### config.mk
export PLATFORM = sky130hd
export DESIGN_NAME = pulse_steer
export DESIGN_NICKNAME = d
export VERILOG_FILES = /design/src/rtl/steer_pkg.sv /design/src/rtl/steer_ctrl.sv /design/src/rtl/steer_dp.sv /design/src/rtl/pulse_steer.sv
export SDC_FILE = /design/constraint.sdc
export NUM_CORES = 1
export LEC_CHECK = 0
export CAP_MARGIN = 20
export CORE_AREA = 10 10 47 49
export CTS_CLUSTER_SIZE = 28
export DETAILED_ROUTE_END_ITERATION = 10
export DIE_AREA = 0 0 57 59
export GPL_ROUTABILITY_DRIVEN = 0
export PLACE_DENSITY = 0.36
export SLEW_MARGIN = 20
export SYNTH_ARGS = -nofsm -noshare
export SYNTH_HDL_FRONTEND = slang
export SYNTH_SLANG_ARGS = --single-unit
### constraint.sdc
create_clock -name clk -period 0.9 [get_ports clk]
set_input_delay 0.09 -clock clk [delete_from_list [all_inputs] [get_ports clk]]
set_output_delay 0.09 -clock clk [all_outputs]
set_load 0.01 [all_outputs]
### src/rtl/steer_pkg.sv
package steer_pkg;
  localparam int NUM_OUTS = 2;
  localparam int SEL_W = $clog2(NUM_OUTS);

  typedef struct packed {
    logic [SEL_W-1:0] sel;
    logic             blank;
  } steer_strobe_t;
endpackage

### src/rtl/steer_ctrl.sv
module steer_ctrl
  import steer_pkg::*;
(
  input  logic          clk,
  input  logic          rstN,
  input  logic          pulseEnd,
  input  logic          forceLow,
  output steer_strobe_t strb
);
  logic [SEL_W-1:0] selQ;

  always_ff @(posedge clk or negedge rstN) begin
    if (!rstN)         selQ <= '0;
    else if (forceLow) selQ <= '0;
    else if (pulseEnd) selQ <= (selQ == SEL_W'(NUM_OUTS-1)) ? '0 : selQ + 1'b1;
  end

  always_comb begin
    strb.sel   = selQ;
    strb.blank = forceLow;
  end

  p_toggle_adv_r4: assert property (@(posedge clk) disable iff (!rstN)
    (pulseEnd && !forceLow) |=> (selQ != $past(selQ)));
  p_force_clear_r6: assert property (@(posedge clk) disable iff (!rstN)
    forceLow |=> (selQ == '0));
  p_release_first_r7: assert property (@(posedge clk) disable iff (!rstN)
    $fell(forceLow) |-> (selQ == '0));
endmodule

### src/rtl/steer_dp.sv
module steer_dp
  import steer_pkg::*;
(
  input  logic          clk,
  input  logic          rstN,
  input  logic          pulseIn,
  input  logic          modeParallel,
  input  logic          modeOnTime,
  input  steer_strobe_t strb,
  output logic [NUM_OUTS-1:0] drive
);
  logic active;
  assign active = modeOnTime ? pulseIn : ~pulseIn;

  for (genvar i = 0; i < NUM_OUTS; i++) begin : g_out
    logic picked;
    logic nxt;
    assign picked = modeParallel | (strb.sel == SEL_W'(i));
    assign nxt    = active & picked & ~strb.blank;
    always_ff @(posedge clk or negedge rstN) begin
      if (!rstN) drive[i] <= 1'b0;
      else       drive[i] <= nxt;
    end
  end

  p_blank_low_r6: assert property (@(posedge clk) disable iff (!rstN)
    strb.blank |=> (drive == '0));
  p_alt_excl_r5: assert property (@(posedge clk) disable iff (!rstN)
    !modeParallel |=> $onehot0(drive));
  p_offtime_gap_r3: assert property (@(posedge clk) disable iff (!rstN)
    (!modeOnTime && pulseIn) |=> (drive == '0));
  p_par_same_r2: assert property (@(posedge clk) disable iff (!rstN)
    (modeParallel && !strb.blank) |=> (drive[0] == drive[NUM_OUTS-1]));
endmodule

### src/rtl/pulse_steer.sv
module pulse_steer
  import steer_pkg::*;
(
  input  logic clk,
  input  logic rstN,
  input  logic pulseIn,
  input  logic pulseEnd,
  input  logic modeParallel,
  input  logic modeOnTime,
  input  logic forceLow,
  output logic outA,
  output logic outB
);
  steer_strobe_t strb;
  logic [NUM_OUTS-1:0] drive;

  steer_ctrl u_ctrl (
    .clk(clk), .rstN(rstN), .pulseEnd(pulseEnd), .forceLow(forceLow), .strb(strb)
  );

  steer_dp u_dp (
    .clk(clk), .rstN(rstN), .pulseIn(pulseIn), .modeParallel(modeParallel),
    .modeOnTime(modeOnTime), .strb(strb), .drive(drive)
  );

  assign outA = drive[0];
  assign outB = drive[1];

  p_reset_low_r1: assert property (@(posedge clk) !rstN |-> (!outA && !outB));
endmodule

## After elaboration in Yosys (flattened, before gate mapping)

Index checks and enable logic that the tools add are counted.

- Bits in read-only memories: 0
- Latch bits: 0
- Memories: 0
- Memory bits (writable): 0
- Word-level logic and storage cells: 18
- Bits of input ports: 7
- Bits in registers: 3
- Output and inout bits: 2

- Div/mod/pow operators: 0
- Reduce and logical (&&, ||, !) cells: 1
- Add/sub/neg operators: 1
- Shift-type cells: 0
- Multipliers: 0
- Bitwise logic cells: 9
- $lt $le $gt $ge: 0
- Equal/unequal tests: 0
- Muxes and demuxes: 4

Operators by type and width:

| cell | number |
|---|---|
| AND 1 bit | 4 |
| two-way mux 1 bit | 4 |
| inverter 1 bit | 3 |
| bitwise OR 1 bit | 2 |
| nonzero test 2 bit | 1 |
| adder 1 bit, second input constant | 1 |

## Longest topological paths before layout

Gate-level depths: netlist of run 1.

- Depth in word-level cells: 4
- Gate-level depth with buffers: 2
- Depth with buffers taken out: 2

## Hierarchy

From an unflattened synthesis of run 1, not the netlist that was laid out.

- Cells, all modules: 12
- Area total of the unflattened synthesis: 136.4 um^2

Modules (own cells, without submodules):

| module | instances | seq. area each (um^2) | cells an instance | area each (um^2) |
|---|---|---|---|---|
| steer_dp | 1 | 50.0 | 7 | 83.8 |
| steer_ctrl | 1 | 25.0 | 5 | 52.6 |

## Worst setup path after synthesis of run 1

OpenSTA, ideal clock, no wires.

- Path kind: reg-to-reg
- From: register u_ctrl.selQ
- To: register u_dp.drive[0]
- Path buffers: 0
- Clock period less this slack: 0.827 ns
- Stages on the path, launching flop included: 2
- Path slack: 0.073 ns
- Setup time: 0.111 ns
- Data required time: 0.789 ns
- Arrival: 0.716 ns
- Cells stage by stage: dfrtp_1 a2111oi_2

- Word-level cells in the longest chain between the ends: 4

Ends and longest elaborated chain:

| what | line | source |
|---|---|---|
| from (decl) | steer_ctrl.sv:10 | `logic [SEL_W-1:0] selQ;` |
| from (signal assigned) | steer_ctrl.sv:15 | `else if (pulseEnd) selQ <= (selQ == SEL_W'(NUM_OUTS-1)) ? '0 : selQ + 1'b1;` |
| inverter 1 bit | steer_dp.sv:18 | `assign picked = modeParallel \| (strb.sel == SEL_W'(i));` |
| bitwise OR 1 bit | steer_dp.sv:18 |  |
| AND 1 bit (2 in series) | steer_dp.sv:19 | `assign nxt = active & picked & ~strb.blank;` |
| net u_dp.g_out[0].nxt | steer_dp.sv:17 | `logic nxt;` |
| to (signal, indexed assignment) | steer_dp.sv:22 | `else drive[i] <= nxt;` |
| to (decl) | steer_dp.sv:10 | `output logic [NUM_OUTS-1:0] drive` |

The timed path passes the listed nets, and every way through them passes these cells.
A chain may end at the register's enable or synchronous reset.

## Worst setup path after layout of run 1

- From: register u_ctrl.selQ
- To: register u_ctrl.selQ

- Word-level cells in the longest chain between the ends: 4

Ends and longest elaborated chain:

| what | line | source |
|---|---|---|
| adder 1 bit | steer_ctrl.sv:15 |  |
| two-way mux 1 bit * (2 in series) | steer_ctrl.sv:15 |  |
| two-way mux 1 bit * | steer_ctrl.sv:14 | `else if (forceLow) selQ <= '0;` |

Mark *: on every way between the ends. The rest lies on a longest branch, timed or not. The select of a mux whose other input is x is not followed.

==> qor.txt, run 1 <==
==================================================================================
Initial antenna violation count                                                  0
Reported net switching power                                              0.112 mW
Average size of a mapped cell                                             13.3 µm²
Met3 layer wire length in the routed design                                  61 µm
Pwr Total                                                                 0.477 mW
Clock tree from TritonCTS                                                    built
Cell-internal power                                                       0.365 mW
Sw frac                                                                      23.5%
Width of the die                                                             57 µm
Category of the worst setup path capture point                           flip-flop
Total of buffers placed on input and output ports                                8
Post-route clock period utilization                                          94.6%
Seq/Total Area, Yosys                                                        51.3%
Maximum clock frequency                                                   1.17 GHz
Netlist Area Pre-Place                                                     146 µm²
Via count of the first global-routing pass                                     146
Pin count of the biggest net entering global routing                             4
Iter 0 DRT Violations                                                            2
Multi-input combinational cell area                                       67.6 µm²
Top routing layer in use                                                      met3
Number of levels in the clock H-tree                                             1
Final worst path period need                                              0.852 ns
Layout area overhead                                                         84.6%
Yosys top cell by area                                                sky130_fd_sc_hd__dfrtp_1
Placeable core area                                                       1400 µm²
RSZ-0062 raised after global routing                                         false
Leading cell types by total area after synthesis                      sky130_fd_sc_hd__dfrtp_1 51%, sky130_fd_sc_hd__a2111oi_2 10%, sky130_fd_sc_hd__nor2b_4 9.4%, sky130_fd_sc_hd__nor4_2 8.5%, sky130_fd_sc_hd__and2b_4 6.8%
TritonCTS Buffers                                                                3
Final core utilization                                                       19.3%
Fin Hold WS                                                              0.0410 ns
Detailed Routing Iterations Pass 1                                               4
MaxCap Viol Count                                                                0
# rows                                                                          14
Status                                                                finished, final reports clean
Vert. Die Dim                                                                59 µm
Combinational fraction of design power                                       17.0%
Register Area                                                             75.1 µm²
WL final                                                                    371 µm
Commonest cells in the netlist                                        3 x sky130_fd_sc_hd__dfrtp_1, 2 x sky130_fd_sc_hd__nor2_1
Number of nets with antenna violations after detailed routing                    0
Via count                                                                      122
Number of failing hold endpoints at the final stage                              0
Synthesis Warnings                                                               0
Fin Setup TNS                                                                 0 ns
Number of flip-flops and latches in the synthesized netlist                      3
Data arrival time at the worst-slack endpoint                              0.98 ns
Count of antenna diodes in the layout                                            0
Max-slew violation count                                                         0
First-pass GRT wire length                                                  614 µm
Pwr dens                                                               1760 nW/µm²
Setup Viol. Count Final                                                          0
Final layout net count                                                          32
Slew of the pin with the lowest slew margin                               0.255 ns
WS Path Type                                                          flip-flop to flip-flop
Number of unique standard cell types used by synthesis                           8
Top cell type's share of synthesized area                                    51.3%
All-Layer GR Usage                                                           2.68%
Proportion of power drawn by flip-flops and latches                          32.0%
Gate count of the mapped netlist                                                11
Average wire per standard cell                                             9.28 µm
Starting density of the core                                                 10.4%
Worst slew slack as a fraction of its limit                                  83.0%
Share of async-settable or async-resettable flops after synthesis             100%
Data required, critical path                                               1.02 ns
Wire length the detailed router placed on met1                              188 µm
Count of clock tree sinks                                                        3
Startpoint type of the worst setup path                                  flip-flop
Critical-path maximum fanout                                                     3
Leakage power                                                             0.119 nW
Worst min path class                                                  primary input to async pin
Total I/O pin count                                                              9
Most used standard cell by instance count after synthesis             sky130_fd_sc_hd__dfrtp_1
Number of hold buffers added after CTS                                           0
Cell at the root of the clock tree                                    sky130_fd_sc_hd__clkbuf_4
Worst setup skew after layout                                           0.00955 ns
Max clock buf depth                                                              2
Clock network latency to the later pin of the worst-skew pair              0.24 ns
Worst vdd rail ir drop                                                  0.000384 V
GRT overflow                                                                     0
Count of filler cells inserted in the layout                                   162
Met2 Wirelength                                                             122 µm
Clock group share of total power                                             51.0%
Routed via count divided by cell count                                        3.05
Dominant synthesized flop cell                                        sky130_fd_sc_hd__dfrtp_1
Worst-path clk slew                                                        0.04 ns
Total die area                                                            3360 µm²
Net count after synthesis                                                       18
Post-route DRC                                                                   0
Number of synthesized flops with an enable pin                                   0
Share of final-layout standard cells stronger than drive strength 1          41.7%
==================================================================================
-- cell type report --
cell class / instances / share of cell area [%]
timing repair buffer: 9 / 28.7
tap: 16 / 7.41
sequential: 3 / 27.8
inverter: 1 / 1.39
multi-input combinational: 7 / 25.0
clock buffer: 4 / 9.72
-- placed cells by master, fill, tap and decap left out, drive strengths merged --
cell type	synthesis	layout
a2111oi	1	1
and2b	1	1
buf	0	3
clkbuf	0	4
clkdlybuf4s50	0	6
dfrtp	3	3
inv	1	1
nor2	2	2
nor2b	1	1
nor4	1	1
xnor2	1	1
-- routing by layer --
layer | GRT usage [%] | vias up
li1 | - | 62
met1 | 2.62 | 51
met2 | 2.79 | 9
met3 | 2.79 | 0
met4 | 3.02 | 0
met5 | 0 | -
-- power by group through the flow --
stage               sequential, mW  combinational [mW]  clock (mW)
floorplan                    0.158              0.0288           0
global placement             0.155              0.0798           0
detailed placement           0.156              0.0812           0
CTS                          0.153              0.0752       0.255
global route                 0.153              0.0889       0.263
finish                       0.152              0.0811       0.243
-- per-stage QoR --
stage / setup slack, ns / instances / area (µm²)
global route: 0.0181 / 40 / 270
global placement: -0.158 / 35 / 246
detailed placement: -0.179 / 35 / 246
floorplan: 0.0727 / 11 / 146
CTS: 0.000644 / 39 / 263
finish: 0.0484 / 40 / 270
-- cells by family after synthesis --
| kind of cell | share of synthesized area [%] |
|---|---|
| DFF | 51.3 |
| xor gates and xnor gates | 5.98 |
| and+or+nand+nor | 29.9 |
| AOI/OAI and AO/OA | 10.3 |
| buffers and inverters | 2.56 |
-- state kept, by name (all words and copies together), names as in the netlist --
name	flops
u_dp.drive	2
u_ctrl.selQ	1
-- worst max-delay path, stage by stage (launching register included) --
cell,delay [ns]
sky130_fd_sc_hd__dfrtp_1,0.40
sky130_fd_sc_hd__buf_4,0.15
sky130_fd_sc_hd__xnor2_1,0.14
sky130_fd_sc_hd__nor2_1,0.05
-- worst paths after layout --
check | endpoint | cells after the start | from | slack, ns
hold reg to reg | u_dp.drive[0] | 1 | u_ctrl.selQ | 0.52
setup / recovery | u_ctrl.selQ | 3 | u_ctrl.selQ | 0.05
hold / removal | u_dp.drive[1] | 1 | rstN | 0.04
min in group clk | u_dp.drive[0] | 3 | modeParallel | 0.46
max in group asynchronous | u_dp.drive[0] | 1 | rstN | 0.70
setup reg to reg | u_ctrl.selQ | 3 | u_ctrl.selQ | 0.05
-- what timing repair did --
action | in CTS | in global routing
buffers inserted | 0 | 1
pin swaps | 0 | 1
setup endpoints to repair | 2 | 1
gates resized for setup | 8 | 0
Power figures use the tool's default switching activity.
==> run 2: changes to the inputs <==
--- a/config.mk
+++ b/config.mk
@@ -11,7 +11,6 @@
 export DETAILED_ROUTE_END_ITERATION = 10
 export DIE_AREA = 0 0 57 59
 export GPL_ROUTABILITY_DRIVEN = 0
-export PLACE_DENSITY = 0.36
 export SLEW_MARGIN = 20
 export SYNTH_ARGS = -nofsm -noshare
 export SYNTH_HDL_FRONTEND = slang
==> run 2 against run 1 <==
Clock skew decreased by 0.0094 ns. Total power increased by 0.61%. Sequential cell count unchanged. Clock power increased by 4%. Sequential share of layout area increased by 0.79 points. Combinational power decreased by 9.6%. Via count increased by 6.6%. Critical endpoint is now outB. Worst hold slack got worse by 0.0033 ns.
==> qor.txt, run 2 (synthesis gave the netlist of run 1 again) <==
==================================================================================
Number of levels in the clock H-tree                                             1
Largest incremental delay on the critical path                             0.35 ns
Starting density of the core                                                 10.4%
Number of failing hold endpoints at the final stage                              0
Initial antenna violation count                                                  0
Final layout net count                                                          31
Proportion of power drawn by flip-flops and latches                          31.9%
Width of the die                                                             57 µm
Layout area overhead                                                         79.5%
Average wire per standard cell                                             11.1 µm
Slew of the pin with the lowest slew margin                               0.247 ns
Reg with most FFs                                                       u_dp.drive
Pin count of the biggest net entering global routing                             4
Worst min path class                                                  primary input to async pin
Worst vdd rail ir drop                                                  0.000668 V
Layout Cell Area excl Fill                                                 263 µm²
Clock network latency to the later pin of the worst-skew pair              0.24 ns
Internal reg-to-reg setup slack                                            0.09 ns
Placed Instance Area                                                       246 µm²
Leakage power                                                             0.113 nW
Clock group share of total power                                             52.8%
Pwr dens                                                               1830 nW/µm²
Pwr Total                                                                 0.480 mW
Cell-by-cell listing of the critical path                                    buf_2
Detailed Routing Iterations Pass 1                                               1
Sw frac                                                                      24.9%
Launching instance or port of the critical path                       u_dp.drive[1]
Length in cells of the worst reg-to-reg path                                     1
RSZ-0062 raised after global routing                                         false
TritonCTS Buffers                                                                3
All-Layer GR Usage                                                           3.37%
# rows                                                                          14
Fin Hold WS                                                              0.0377 ns
Worst-path clk slew                                                        0.04 ns
Most frequent cells in the layout                                     6 x sky130_fd_sc_hd__clkdlybuf4s50_1, 3 x sky130_fd_sc_hd__clkbuf_4, 3 x sky130_fd_sc_hd__dfrtp_1
Post-route clock period utilization                                          91.1%
Most common cell after layout, fill and taps aside                    sky130_fd_sc_hd__clkdlybuf4s50_1
Data required, critical path                                               0.81 ns
Total of buffers placed on input and output ports                                8
Routed via count divided by cell count                                        3.33
Combinational fraction of design power                                       15.3%
Slowest cell on the critical path                                     sky130_fd_sc_hd__dfrtp_1
Iter 0 DRT Violations                                                            0
Vert. Die Dim                                                                59 µm
Category of the worst setup path capture point                          output pin
Data arrival time at the worst-slack endpoint                              0.73 ns
Via count of the first global-routing pass                                     150
Setup Viol. Count Final                                                          0
Crit-path leading delay family                                          flip-flops
WS Path Type                                                          flip-flop to output pin
Number of hold buffers added after CTS                                           0
Final worst path period need                                              0.820 ns
Post-route DRC                                                                   0
Max clock buf depth                                                              2
Via count                                                                      130
First-pass GRT wire length                                                  717 µm
Share of final-layout standard cells stronger than drive strength 1          39.1%
Buffers and inverters on the worst path                                          1
Cell at the root of the clock tree                                    sky130_fd_sc_hd__clkbuf_4
Total I/O pin count                                                              9
Worst setup skew after layout                                          0.000145 ns
Count of clock tree sinks                                                        3
Largest register FFs                                                             2
Cell-internal power                                                       0.360 mW
Number of nets with antenna violations after detailed routing                    0
Critical-path maximum fanout                                                     1
R2R Path End                                                          u_dp.drive[0]
Count of antenna diodes in the layout                                            0
GRT overflow                                                                     0
Reported net switching power                                              0.120 mW
Total die area                                                            3360 µm²
Status                                                                finished, final reports clean
Maximum clock frequency                                                   1.22 GHz
MaxCap Viol Count                                                                0
Placeable core area                                                       1400 µm²
Worst slew slack as a fraction of its limit                                  83.5%
Startpoint type of the worst setup path                                  flip-flop
WL final                                                                    431 µm
Max-slew violation count                                                         0
Leading registers by flop count                                       u_dp.drive x2, u_ctrl.selQ x1
Crit Reg-Reg Startpoint                                                u_ctrl.selQ
Clock tree from TritonCTS                                                    built
==================================================================================
[run 2: changes by cell type in the layout (fill, tap and decap cells not counted)]
| cell | delta |
|---|---|
| sky130_fd_sc_hd__buf_4 | -1 |
[run 2: cell type report]
cell class,instances,area (µm²)
fillers,167,1140
well taps,16,20.0
repair buffers,8,70.1
clock buffers,4,26.3
multi-input cells,7,67.6
inverters,1,3.75
flip-flops and latches,3,75.1
[run 2: worst max-delay path by stage]
| stage | endpoint | slack (ns) | depth (start not counted) |
|---|---|---|---|
| after global routing | u_dp.drive[0] | 0.02 | 1 |
| final | outB | 0.08 | 1 |
| after global placement | u_dp.drive[0] | -0.19 | 3 |
| after CTS | u_dp.drive[0] | 0.03 | 1 |
| after floorplan | u_dp.drive[0] | 0.07 | 1 |
| after detailed placement | u_dp.drive[0] | -0.17 | 3 |
[run 2: timing repair]
action                     in CTS  in global routing
setup endpoints to repair       2                  1
gates resized for setup         8                  0
setup buffers                   0                  0
pin swaps                       0                  1
[run 2: through the flow]
step	worst slack, ns	setup TNS [ns]	cells	utilization [%]
detailed placement	-0.169	-0.307	35	17.6
floorplan	0.0727	0	11	-
global placement	-0.191	-0.332	35	17.6
finish	0.0804	0	39	18.8
global route	0.0198	0	39	18.8
CTS	0.0250	0	39	18.8
[run 2: routing by layer]
layer  routed length, µm  up-vias  part of all wire (%)  track usage (%)
li1                    -       61                     -                -
met1                 197       52                    46             3.09
met2                 114       12                    26             2.64
met3                 106        5                    25             5.58
met4                  13        0                   3.0             3.02
met5                   0        -                     0                0
[run 2: power groups by stage]
stage	combinational (mW)	sequential, mW	clock (mW)
5_1_grt	0.0798	0.155	0.285
4_1_cts	0.0751	0.153	0.275
3_5_place_dp	0.0804	0.155	0
3_3_place_gp	0.0801	0.155	0
2_1_floorplan	0.0288	0.158	0
6_report	0.0733	0.153	0.253
